<file path="src/rtl/sfx_pkg.sv">
package sfx_pkg;

  typedef enum logic [1:0] {
    TX_IDLE,
    TX_FETCH,
    TX_SHIFT
  } tx_state_e;

  typedef enum logic [1:0] {
    RX_IDLE,
    RX_START,
    RX_DATA,
    RX_STOP
  } rx_state_e;

  // ticks per bit for the selected oversampling ratio
  function automatic logic [4:0] os_len(input logic os8);
    return os8 ? 5'd8 : 5'd16;
  endfunction

  // tick count at which a bit centre is reached
  function automatic logic [4:0] os_mid(input logic os8);
    return os8 ? 5'd4 : 5'd8;
  endfunction

endpackage

</file>
<file path="src/rtl/sfx_fifo.sv">
module sfx_fifo #(
  parameter int W     = 8,
  parameter int DEPTH = 16,
  localparam int AW   = $clog2(DEPTH)
) (
  input  logic         clk,
  input  logic         rst,
  input  logic         clr,
  input  logic         push,
  input  logic [W-1:0] wdata,
  input  logic         pop,
  output logic [W-1:0] rdata,
  output logic         empty,
  output logic         full
);

  logic [W-1:0] mem [DEPTH];
  logic [AW:0]  wr_ptr, rd_ptr;
  logic         do_push, do_pop;

  assign empty   = (wr_ptr == rd_ptr);
  assign full    = (wr_ptr[AW] != rd_ptr[AW]) && (wr_ptr[AW-1:0] == rd_ptr[AW-1:0]);
  assign do_push = push && !full && !clr;
  assign do_pop  = pop && !empty && !clr;

  // storage without reset so it maps onto block RAM
  always_ff @(posedge clk) begin
    if (do_push) mem[wr_ptr[AW-1:0]] <= wdata;
  end

  always_ff @(posedge clk) begin
    if (rst) begin
      rdata <= '0;
    end else if (do_pop) begin
      rdata <= mem[rd_ptr[AW-1:0]];
    end
  end

  always_ff @(posedge clk) begin
    if (rst || clr) begin
      wr_ptr <= '0;
      rd_ptr <= '0;
    end else begin
      if (do_push) wr_ptr <= wr_ptr + 1'b1;
      if (do_pop)  rd_ptr <= rd_ptr + 1'b1;
    end
  end

endmodule

</file>
<file path="src/rtl/sfx_tick_gen.sv">
module sfx_tick_gen #(
  parameter int DIV_W = 16
) (
  input  logic             clk,
  input  logic             rst,
  input  logic [1:0]       ck_sel,
  input  logic [DIV_W-1:0] baud_div,
  input  logic             sck_i,
  output logic             tick,
  output logic             sck_o,
  output logic             sck_oe
);

  logic [DIV_W-1:0] cnt;
  logic [2:0]       sck_sync;
  logic             brg_hit, ext_hit, drive_pin;

  assign brg_hit   = (cnt >= baud_div);
  assign ext_hit   = sck_sync[1] && !sck_sync[2];
  assign drive_pin = (ck_sel == 2'b01);

  always_ff @(posedge clk) begin
    if (rst) begin
      cnt <= '0;
    end else if (brg_hit) begin
      cnt <= '0;
    end else begin
      cnt <= cnt + 1'b1;
    end
  end

  always_ff @(posedge clk) begin
    if (rst) begin
      sck_sync <= '0;
    end else begin
      sck_sync <= {sck_sync[1:0], sck_i};
    end
  end

  always_ff @(posedge clk) begin
    if (rst) begin
      tick   <= 1'b0;
      sck_o  <= 1'b0;
      sck_oe <= 1'b0;
    end else begin
      tick   <= ck_sel[1] ? ext_hit : brg_hit;
      sck_oe <= drive_pin;
      sck_o  <= drive_pin && (cnt <= (baud_div >> 1));
    end
  end

endmodule

</file>
<file path="src/rtl/sfx_tx.sv">
module sfx_tx
  import sfx_pkg::*;
#(
  parameter int DATA_W = 8,
  localparam int FW    = DATA_W + 2,
  localparam int BCW   = $clog2(FW)
) (
  input  logic              clk,
  input  logic              rst,
  input  logic              tx_en,
  input  logic              tick,
  input  logic              os8,
  input  logic              fifo_empty,
  input  logic [DATA_W-1:0] fifo_data,
  output logic              fifo_pop,
  output logic              txd,
  output logic              tx_end
);

  tx_state_e      state;
  logic [FW-1:0]  shreg;
  logic [4:0]     os_cnt;
  logic [BCW-1:0] bit_cnt;
  logic           bit_done;

  assign fifo_pop = tx_en && (state == TX_IDLE) && !fifo_empty;
  assign bit_done = tick && ((os_cnt + 5'd1) == os_len(os8));

  always_ff @(posedge clk) begin
    if (rst) begin
      state   <= TX_IDLE;
      shreg   <= '1;
      os_cnt  <= '0;
      bit_cnt <= '0;
      txd     <= 1'b1;
      tx_end  <= 1'b1;
    end else begin
      tx_end <= (state == TX_IDLE) && fifo_empty;
      if (!tx_en) begin
        state   <= TX_IDLE;
        shreg   <= '1;
        os_cnt  <= '0;
        bit_cnt <= '0;
        txd     <= 1'b1;
      end else begin
        case (state)
          TX_IDLE: begin
            if (fifo_pop) state <= TX_FETCH;
          end
          TX_FETCH: begin
            shreg   <= {1'b1, fifo_data, 1'b0};
            os_cnt  <= '0;
            bit_cnt <= '0;
            txd     <= 1'b0;
            state   <= TX_SHIFT;
          end
          TX_SHIFT: begin
            if (bit_done) begin
              os_cnt <= '0;
              if (bit_cnt == BCW'(FW - 1)) begin
                state <= TX_IDLE;
                txd   <= 1'b1;
              end else begin
                shreg   <= {1'b1, shreg[FW-1:1]};
                txd     <= shreg[1];
                bit_cnt <= bit_cnt + 1'b1;
              end
            end else if (tick) begin
              os_cnt <= os_cnt + 5'd1;
            end
          end
          default: state <= TX_IDLE;
        endcase
      end
    end
  end

endmodule

</file>
<file path="src/rtl/sfx_rx.sv">
module sfx_rx
  import sfx_pkg::*;
#(
  parameter int DATA_W = 8,
  localparam int BCW   = $clog2(DATA_W)
) (
  input  logic            clk,
  input  logic            rst,
  input  logic            rx_en,
  input  logic            tick,
  input  logic            os8,
  input  logic            rxd,
  output logic            push,
  output logic [DATA_W:0] pdata
);

  rx_state_e         state;
  logic [2:0]        rx_sync;
  logic [DATA_W-1:0] shreg;
  logic [4:0]        os_cnt;
  logic [BCW-1:0]    bit_cnt;
  logic              line, fell, at_mid, at_end;

  assign line   = rx_sync[1];
  assign fell   = rx_sync[2] && !rx_sync[1];
  assign at_mid = tick && ((os_cnt + 5'd1) == os_mid(os8));
  assign at_end = tick && ((os_cnt + 5'd1) == os_len(os8));

  always_ff @(posedge clk) begin
    if (rst) begin
      rx_sync <= '1;
    end else begin
      rx_sync <= {rx_sync[1:0], rxd};
    end
  end

  always_ff @(posedge clk) begin
    if (rst || !rx_en) begin
      state   <= RX_IDLE;
      shreg   <= '0;
      os_cnt  <= '0;
      bit_cnt <= '0;
      push    <= 1'b0;
      pdata   <= '0;
    end else begin
      push <= 1'b0;
      case (state)
        RX_IDLE: begin
          os_cnt <= '0;
          if (fell) state <= RX_START;
        end
        RX_START: begin
          if (at_mid) begin
            os_cnt  <= '0;
            bit_cnt <= '0;
            state   <= line ? RX_IDLE : RX_DATA;
          end else if (tick) begin
            os_cnt <= os_cnt + 5'd1;
          end
        end
        RX_DATA: begin
          if (at_end) begin
            os_cnt <= '0;
            shreg  <= {line, shreg[DATA_W-1:1]};
            if (bit_cnt == BCW'(DATA_W - 1)) begin
              state <= RX_STOP;
            end else begin
              bit_cnt <= bit_cnt + 1'b1;
            end
          end else if (tick) begin
            os_cnt <= os_cnt + 5'd1;
          end
        end
        RX_STOP: begin
          if (at_end) begin
            os_cnt <= '0;
            push   <= 1'b1;
            pdata  <= {!line, shreg};
            state  <= RX_IDLE;
          end else if (tick) begin
            os_cnt <= os_cnt + 5'd1;
          end
        end
        default: state <= RX_IDLE;
      endcase
    end
  end

endmodule

</file>
<file path="src/rtl/serial_fifo_xcvr.sv">
module serial_fifo_xcvr #(
  parameter int DATA_W     = 8,
  parameter int FIFO_DEPTH = 16,
  parameter int DIV_W      = 16
) (
  input  logic              clk,
  input  logic              rst,
  input  logic [1:0]        ck_sel,
  input  logic              os8,
  input  logic [DIV_W-1:0]  baud_div,
  input  logic              sck_i,
  output logic              sck_o,
  output logic              sck_oe,
  input  logic              tx_en,
  input  logic              tx_fifo_clr,
  input  logic              tx_wr,
  input  logic [DATA_W-1:0] tx_data,
  output logic              tx_full,
  output logic              tx_end,
  output logic              txd,
  input  logic              rx_en,
  input  logic              rxd,
  input  logic              rx_rd,
  output logic [DATA_W-1:0] rx_data,
  output logic              rx_ferr,
  output logic              rx_empty
);

  logic              tick;
  logic              txf_empty, txf_pop;
  logic [DATA_W-1:0] txf_data;
  logic              rx_push, rxf_full, rxf_push;
  logic [DATA_W:0]   rx_word, rxf_out;

  sfx_tick_gen #(.DIV_W(DIV_W)) u_tick (
    .clk      (clk),
    .rst      (rst),
    .ck_sel   (ck_sel),
    .baud_div (baud_div),
    .sck_i    (sck_i),
    .tick     (tick),
    .sck_o    (sck_o),
    .sck_oe   (sck_oe)
  );

  sfx_fifo #(.W(DATA_W), .DEPTH(FIFO_DEPTH)) u_txf (
    .clk   (clk),
    .rst   (rst),
    .clr   (tx_fifo_clr),
    .push  (tx_wr),
    .wdata (tx_data),
    .pop   (txf_pop),
    .rdata (txf_data),
    .empty (txf_empty),
    .full  (tx_full)
  );

  sfx_tx #(.DATA_W(DATA_W)) u_tx (
    .clk        (clk),
    .rst        (rst),
    .tx_en      (tx_en),
    .tick       (tick),
    .os8        (os8),
    .fifo_empty (txf_empty),
    .fifo_data  (txf_data),
    .fifo_pop   (txf_pop),
    .txd        (txd),
    .tx_end     (tx_end)
  );

  sfx_rx #(.DATA_W(DATA_W)) u_rx (
    .clk   (clk),
    .rst   (rst),
    .rx_en (rx_en),
    .tick  (tick),
    .os8   (os8),
    .rxd   (rxd),
    .push  (rx_push),
    .pdata (rx_word)
  );

  // a byte finishing just as the receiver is switched off is not stored
  assign rxf_push = rx_push && rx_en && !rxf_full;

  sfx_fifo #(.W(DATA_W + 1), .DEPTH(FIFO_DEPTH)) u_rxf (
    .clk   (clk),
    .rst   (rst),
    .clr   (1'b0),
    .push  (rxf_push),
    .wdata (rx_word),
    .pop   (rx_rd),
    .rdata (rxf_out),
    .empty (rx_empty),
    .full  (rxf_full)
  );

  assign rx_data = rxf_out[DATA_W-1:0];
  assign rx_ferr = rxf_out[DATA_W];

endmodule

</file>
<file path="config.mk">
export PLATFORM = sky130hd
export DESIGN_NAME = serial_fifo_xcvr
export DESIGN_NICKNAME = d
export VERILOG_FILES = /design/src/rtl/sfx_pkg.sv /design/src/rtl/sfx_fifo.sv /design/src/rtl/sfx_tick_gen.sv /design/src/rtl/sfx_tx.sv /design/src/rtl/sfx_rx.sv /design/src/rtl/serial_fifo_xcvr.sv
export SDC_FILE = /design/constraint.sdc
export NUM_CORES = 1
export LEC_CHECK = 0
export CORE_MARGIN = 8
export CORE_UTILIZATION = 35
export CTS_BUF_LIST = sky130_fd_sc_hd__clkbuf_4 sky130_fd_sc_hd__clkbuf_8
export CTS_CLUSTER_SIZE = 28
export DETAILED_ROUTE_END_ITERATION = 7
export PLACE_DENSITY = 0.51
export SLEW_MARGIN = 5
export SYNTH_ARGS = -nofsm -noshare
export SYNTH_HDL_FRONTEND = slang
export SYNTH_SLANG_ARGS = --single-unit
</file>
<file path="constraint.sdc">
create_clock -name clk -period 4.4 [get_ports clk]
set_input_delay 0.66 -clock clk [delete_from_list [all_inputs] [get_ports clk]]
set_output_delay 0.66 -clock clk [all_outputs]
set_load 0.03 [all_outputs]
</file>
Word level (Yosys, flattened, before mapping)
Memory sizes are Yosys's and may differ from the RTL's. A register that Yosys moved wholly into a read port is not among the register bits. Index checks and enable logic that the tools add are counted.

Register bits after elaboration: 96. RAM bits: 272. Input bits: 36. Output and inout port bits: 15. Word-level logic and storage cells: 149. Memories: 2.

Add/subtract/negate cells: 9. $lt $le $gt $ge: 2. Equality and inequality tests: 28. Multiplexer cells: 39. Bitwise gates (word level): 2. Reduce and logical (&&, ||, !) cells: 45.

Memories: u_rxf.mem (words 16, bits a word 9, read ports 1, clocked after memory_dff 1, wr ports 1, line sfx_fifo.sv:17) `logic [W-1:0] mem [DEPTH];`; u_txf.mem (words 16, bits a word 8, read ports 1, clocked after memory_dff 1, wr ports 1, line sfx_fifo.sv:17).

Operators by type and width (count): 5-bit by 1-bit adder with 5-bit output, second input constant (6); 5-bit two-way mux (6); 5-bit == test (5); 10-bit two-way mux (2); 10-bit one-hot mux with 2 select lines (1); 1-bit logical AND (19); 2-bit two-way mux (9); 16-bit by 1-bit adder with 16-bit output, second input constant (1); 16-bit greater-or-equal comparator (1); 16-bit by 15-bit <= comparator with 1-bit output (1); 5-bit one-hot mux with 3 select lines (1); 2-bit by 1-bit != test with 1-bit output, second input constant (7); 4-bit two-way mux (3); 5-bit one-hot mux with 2 select lines (1); 3-bit two-way mux (3); 4-bit == test (2); 1-bit logical NOT (8); 1-bit two-way mux (8); 2-bit one-hot mux with 4 select lines (1); 4-bit one-hot mux with 2 select lines (1); 2-bit AND reduction (4); 2-bit OR reduction (4); 2-bit by 1-bit == test with 1-bit output, second input constant (3); 2-bit == test, second input constant (3); 17 further kinds (25).

Depth between registers and ports, before layout
Depth after elaboration: 7. Depth in mapped cells: 9. Depth with buffers taken out: 8.

By module
From an unflattened synthesis, not the netlist that was laid out.

Cell total of the unflattened synthesis: 1184. Area, all modules: 16841.2 um^2.

Modules (own cells, without submodules): sfx_fifo (u_rxf) (times used 1, cells an instance 370, area an instance 6621.4 um^2, sequential area each 4704.5 um^2); sfx_fifo (u_txf) (times used 1, cells an instance 338, area an instance 5886.9 um^2, sequential area each 4204.0 um^2); sfx_tick_gen (times used 1, cells an instance 183, area an instance 1565.3 um^2, sequential area each 440.4 um^2); sfx_rx (times used 1, cells an instance 156, area an instance 1503.9 um^2, sequential area each 620.6 um^2); sfx_tx (times used 1, cells an instance 135, area an instance 1251.2 um^2, sequential area each 420.4 um^2); serial_fifo_xcvr (times used 1, cells an instance 2, area an instance 12.5 um^2, sequential area each 0.0 um^2).

Worst setup path before layout
No wires, ideal clock.

Path type: in2reg. From: in baud_div[9]. To: reg u_tick.cnt[10]. Library setup time: 128 ps. Arrival time: 2329 ps. Required time: 4272 ps. Slack: 1943 ps. Stages on the path: 9. Buffers on the path: 1. Cells stage by stage: inv_1 -> ha_1 -> a21oi_1 -> o21ai_0 -> a211o_1 -> a41oi_1 -> o31ai_1 -> clkbuf_1 -> nor2_1.

Word-level cells in the longest chain between the ends: 2.

RTL lines: start, declared (line serial_fifo_xcvr.sv:10) `input logic [DIV_W-1:0] baud_div,`; 16-bit greater-or-equal comparator (line sfx_tick_gen.sv:18) `assign brg_hit = (cnt >= baud_div);`; 2-bit OR reduction (no source line); end signal, assigned (line sfx_tick_gen.sv:28) `cnt <= cnt + 1'b1;`; end, declared (line sfx_tick_gen.sv:14) `logic [DIV_W-1:0] cnt;`.

No other way between the ends. A chain may end at the register's enable or synchronous reset.

Worst setup path after layout
From: reg u_txf.rd_ptr[3]. To: out tx_full.

Word-level cells in the longest chain between the ends: 2.

RTL lines: start, declared (line sfx_fifo.sv:18) `logic [AW:0] wr_ptr, rd_ptr;`; start signal, assigned (line sfx_fifo.sv:45) `if (do_pop) rd_ptr <= rd_ptr + 1'b1;`; 4-bit == test (line sfx_fifo.sv:22) `assign full = (wr_ptr[AW] != rd_ptr[AW]) && (wr_ptr[AW-1:0] == rd_ptr[AW-1:0]);`; 1-bit logical AND (line sfx_fifo.sv:22); end, declared (line serial_fifo_xcvr.sv:18) `output logic tx_full,`.

No other way between the ends.

==> flow_metrics.py <==
metrics = {
    "run_status": {
        "status": "completed",
    },
    "timing": {
        "fmax_mhz": 275,
        "rsz0062_at_grt": "no",
        "setup_viol": 0,
        "max_slew_margin_pct": 28.3,
        "fin_crit_sh_pct": 82.7,
        "skew_ns": 0.0256,
        "whs_ns": 0.421,
        "worst_slew_pin_slew_ns": 1.07,
        "postLayoutSetupSlackWorst_ns": 0.760,
        "fin_crit_ns": 3.64,
        "final-hold-violation-count": 0,
        "drv_slew": 0,
        "fin_setup_tns_ns": 0,
    },
    "worst_hold_path": {
        "holdCritPathClass": "flip-flop to flip-flop",
        "hold_start": "u_rx.rx_sync[0]",
        "whs_path_depth": 1,
        "worstHoldEndpoint": "u_rx.rx_sync[1]",
    },
    "grt": {
        "first_global_vias": 9313,
        "grt_usage_pct": 12.6,
        "grt_pass1_wl_um": 52700,
        "overflow": 0,
        "grt_max_degree": 42,
        "antenna_found_initial": 0,
    },
    "power_and_ir_drop": {
        "power_density_mw_per_mm2": 392,
        "max-vdd-ir-drop_uv": 231,
        "leakage_nw": 6.73,
    },
    "synthesis": {
        "synth_cells": 1070,
        "yosysSeqAreaShare_pct": 64.1,
        "synthArstFlopShare_pct": 0,
        "syn_area_mm2": 0.0162,
        "synthTopCellsByArea": "edfxtp_1 50%, dfxtp_1 14%, mux4_2 12%",
        "synth_edf_count": 272,
        "synth_area_per_cell_um2": 15.1,
        "yosysUniqueCellTypes": 65,
        "yosysTopAreaCell": "edfxtp_1",
        "synthFlopType": "edfxtp_1",
        "yosysWarnings": 0,
        "synth_top_area_share_pct": 50.4,
        "synth-seq-cells": 383,
        "synth_fp_nets": 1159,
    },
    "placed_design": {
        "dp_slack_ns": 1.28,
        "port_buffers": 50,
        "gp_congestion": 0.752,
        "dp_hpwl_um": 21900,
        "dpl_cell_area_mm2": 0.0174,
    },
    "cts": {
        "cts_resized": 0,
        "hold_buffers": 0,
        "postCtsSetupBuffers": 0,
        "root_buffer": "clkbuf_8",
        "cts.sinks": 383,
        "cts_buffer_depth": 3,
        "h-tree-depth": 3,
        "insertion_delay_ns": 0.62,
        "cts.clk_slew.worst_paths_ns": 0.06,
        "cts_tree": "done",
        "cts_buffers": 68,
    },
    "worst_setup_path": {
        "rr_worst_depth": 5,
        "crit_slowest_cell": "clkdlybuf4s50_1",
        "rr_endpoint": "u_txf.mem[7][2]",
        "reg2reg_from": "u_txf.rd_ptr[3]",
        "cp.required_ns": 3.74,
        "path_cells": "xor2_1 -> nor4_1 -> and2_1 -> clkdlybuf4s50_1",
        "critPathTopFamily": "simple AND/OR/NAND/NOR gates",
        "cp-start-kind": "flip-flop",
        "worstSetupPathDepth": 4,
        "path_class": "flip-flop to output port",
        "max_stage_delay_ns": 0.67,
        "worst-path-buf-inv": 1,
        "crit_fanout": 11,
        "cp.arrival_ns": 2.98,
        "r2r_setup_slack_ns": 1.69,
        "end_kind": "output port",
    },
    "layout": {
        "final_layout_size_suffix_gt1_share_pct": 20.4,
        "seqCellArea_mm2": 0.0104,
        "layout.nets": 1254,
        "multi_input_area_mm2": 0.00547,
        "syn_to_final_growth_pct": 16.0,
        "final_area_mm2": 0.0188,
        "num-fill-cells": 4225,
        "num_antenna_cells": 0,
    },
    "floorplanning": {
        "start_util_pct": 35.1,
        "dieArea_mm2": 0.0534,
        "row_count": 79,
        "core_area_mm2": 0.0462,
        "io_pins": 51,
        "die_w_um": 231,
        "die_y_um": 231,
    },
    "routing": {
        "via_per_inst": 4.81,
        "dr.pass1.iters": 4,
        "drt-total-wl_um": 33300,
        "wl_met3_um": 1240,
        "highest_layer": "met4",
        "drt_iter0_markers": 489,
        "wire_per_inst_um": 18.2,
        "wl_met1_um": 14500,
        "routed-via-count": 8791,
        "drtAntennaViolNets": 0,
        "wl_met2_um": 17000,
        "drc": 0,
    },
    "job": {
        "maxCapViolations": 0,
    },
}
==> Yosys cell counts (3+ instances only) <==
master / instances
a211oi_1: 4
a21o_1: 9
a21oi_1: 15
and2_1: 5
and3_1: 6
and4_1: 4
buf_1: 6
buf_2: 16
buf_4: 4
clkbuf_1: 19
dfxtp_1: 111
edfxtp_1: 272
ha_1: 53
inv_1: 35
mux2_2: 7
mux2i_1: 26
mux4_2: 85
nand2_1: 51
nand2b_1: 14
nand3_1: 33
nand4_1: 16
nor2_1: 98
nor2b_1: 11
nor3_1: 20
nor4_1: 5
o211ai_1: 3
o21ai_0: 19
o21ai_1: 13
o22a_1: 7
or2_2: 5
or3_1: 8
xnor2_1: 20
xor2_1: 28
==> per-stage QoR <==
step                      utilization [%]  instances  power, mW
after floorplan                         -       1070       4.03
after global placement               37.7       1702       4.12
after detailed placement             37.7       1702       4.12
after CTS                            40.7       1827       7.50
after global routing                 40.7       1827       7.68
final                                40.7       1827       7.38
==> cells in the final DEF, fill, tap and decap left out, types with 33 or more instances in the layout <==
cell type        netlist  final
dfxtp_1              111    108
ha_1                  53     53
inv_1                 35     35
clkdlybuf4s50_1        0     49
mux4_2                85     85
edfxtp_1             272    272
nand2_1               51     51
nand3_1               33     33
clkbuf_8               0     75
nor2_1                98     98
==> cell type report <==
cell class	count	share of cell area, %
Tap cell	607	4.04
Inverter	35	0.699
Sequential cell	383	55.3
Timing Repair Buffer	72	3.51
Multi-Input combinational cell	605	29.1
Clock buffer	94	6.25
Clock inverter	31	1.15
==> worst max-delay path by stage <==
stage                          from               end  slack [ns]
finish              u_txf.rd_ptr[3]           tx_full        0.76
CTS                 u_txf.rd_ptr[3]           tx_full        0.66
floorplan               baud_div[9]    u_tick.cnt[10]        1.94
global route        u_txf.rd_ptr[3]           tx_full        0.45
detailed placement            rx_en   u_rxf.mem[7][4]        1.28
global placement              rx_en  u_rxf.mem[11][0]        1.30
==> flip-flops by register name, indices dropped and copies added (netlist names), 2 cells and up, named ones only <==
register / flops
u_rxf.mem: 144
u_txf.mem: 128
u_tick.cnt: 16
u_rx.pdata: 9
u_rxf.rdata: 9
u_rx.shreg: 8
u_tx.shreg: 8
u_txf.rdata: 8
u_rx.os_cnt: 5
u_rxf.rd_ptr: 5
u_rxf.wr_ptr: 5
u_tx.os_cnt: 5
u_txf.rd_ptr: 5
u_txf.wr_ptr: 5
u_tx.bit_cnt: 4
u_rx.bit_cnt: 3
u_rx.rx_sync: 3
u_tick.sck_sync: 3
u_tx.state: 2
==> report_power, final <==
part | internal [mW] | switching (mW)
registers | 3.85 | 0.0120
logic | 0.0811 | 0.0998
clock network | 1.87 | 1.47
==> worst reg2reg max path: stages (launching register included) <==
cell,delay [ns]
dfxtp_1,0.65
xor2_1,0.22
nor4_1,0.13
a21oi_1,0.37
nand2_1,0.27
nor2_1,0.68
==> layer usage <==
layer	GRT usage [%]	vias to the layer above
met3	3.18	49
li1	-	4273
met2	21.8	128
met1	15.4	4341
met4	4.12	0
met5	0	-
==> cell families after synthesis <==
| kind of cell | Yosys count | share of synthesized area (%) |
|---|---|---|
| AOI/OAI and AO/OA | 93 | 3.77 |
| xor gates and xnor gates | 51 | 2.93 |
| adders and majority gates | 53 | 4.09 |
| buffers and inverters | 82 | 2.21 |
| DFF | 383 | 64.1 |
| muxes | 121 | 14.2 |
| and+or+nand+nor | 287 | 8.69 |
Note: power is estimated with default switching activity, not from simulation.
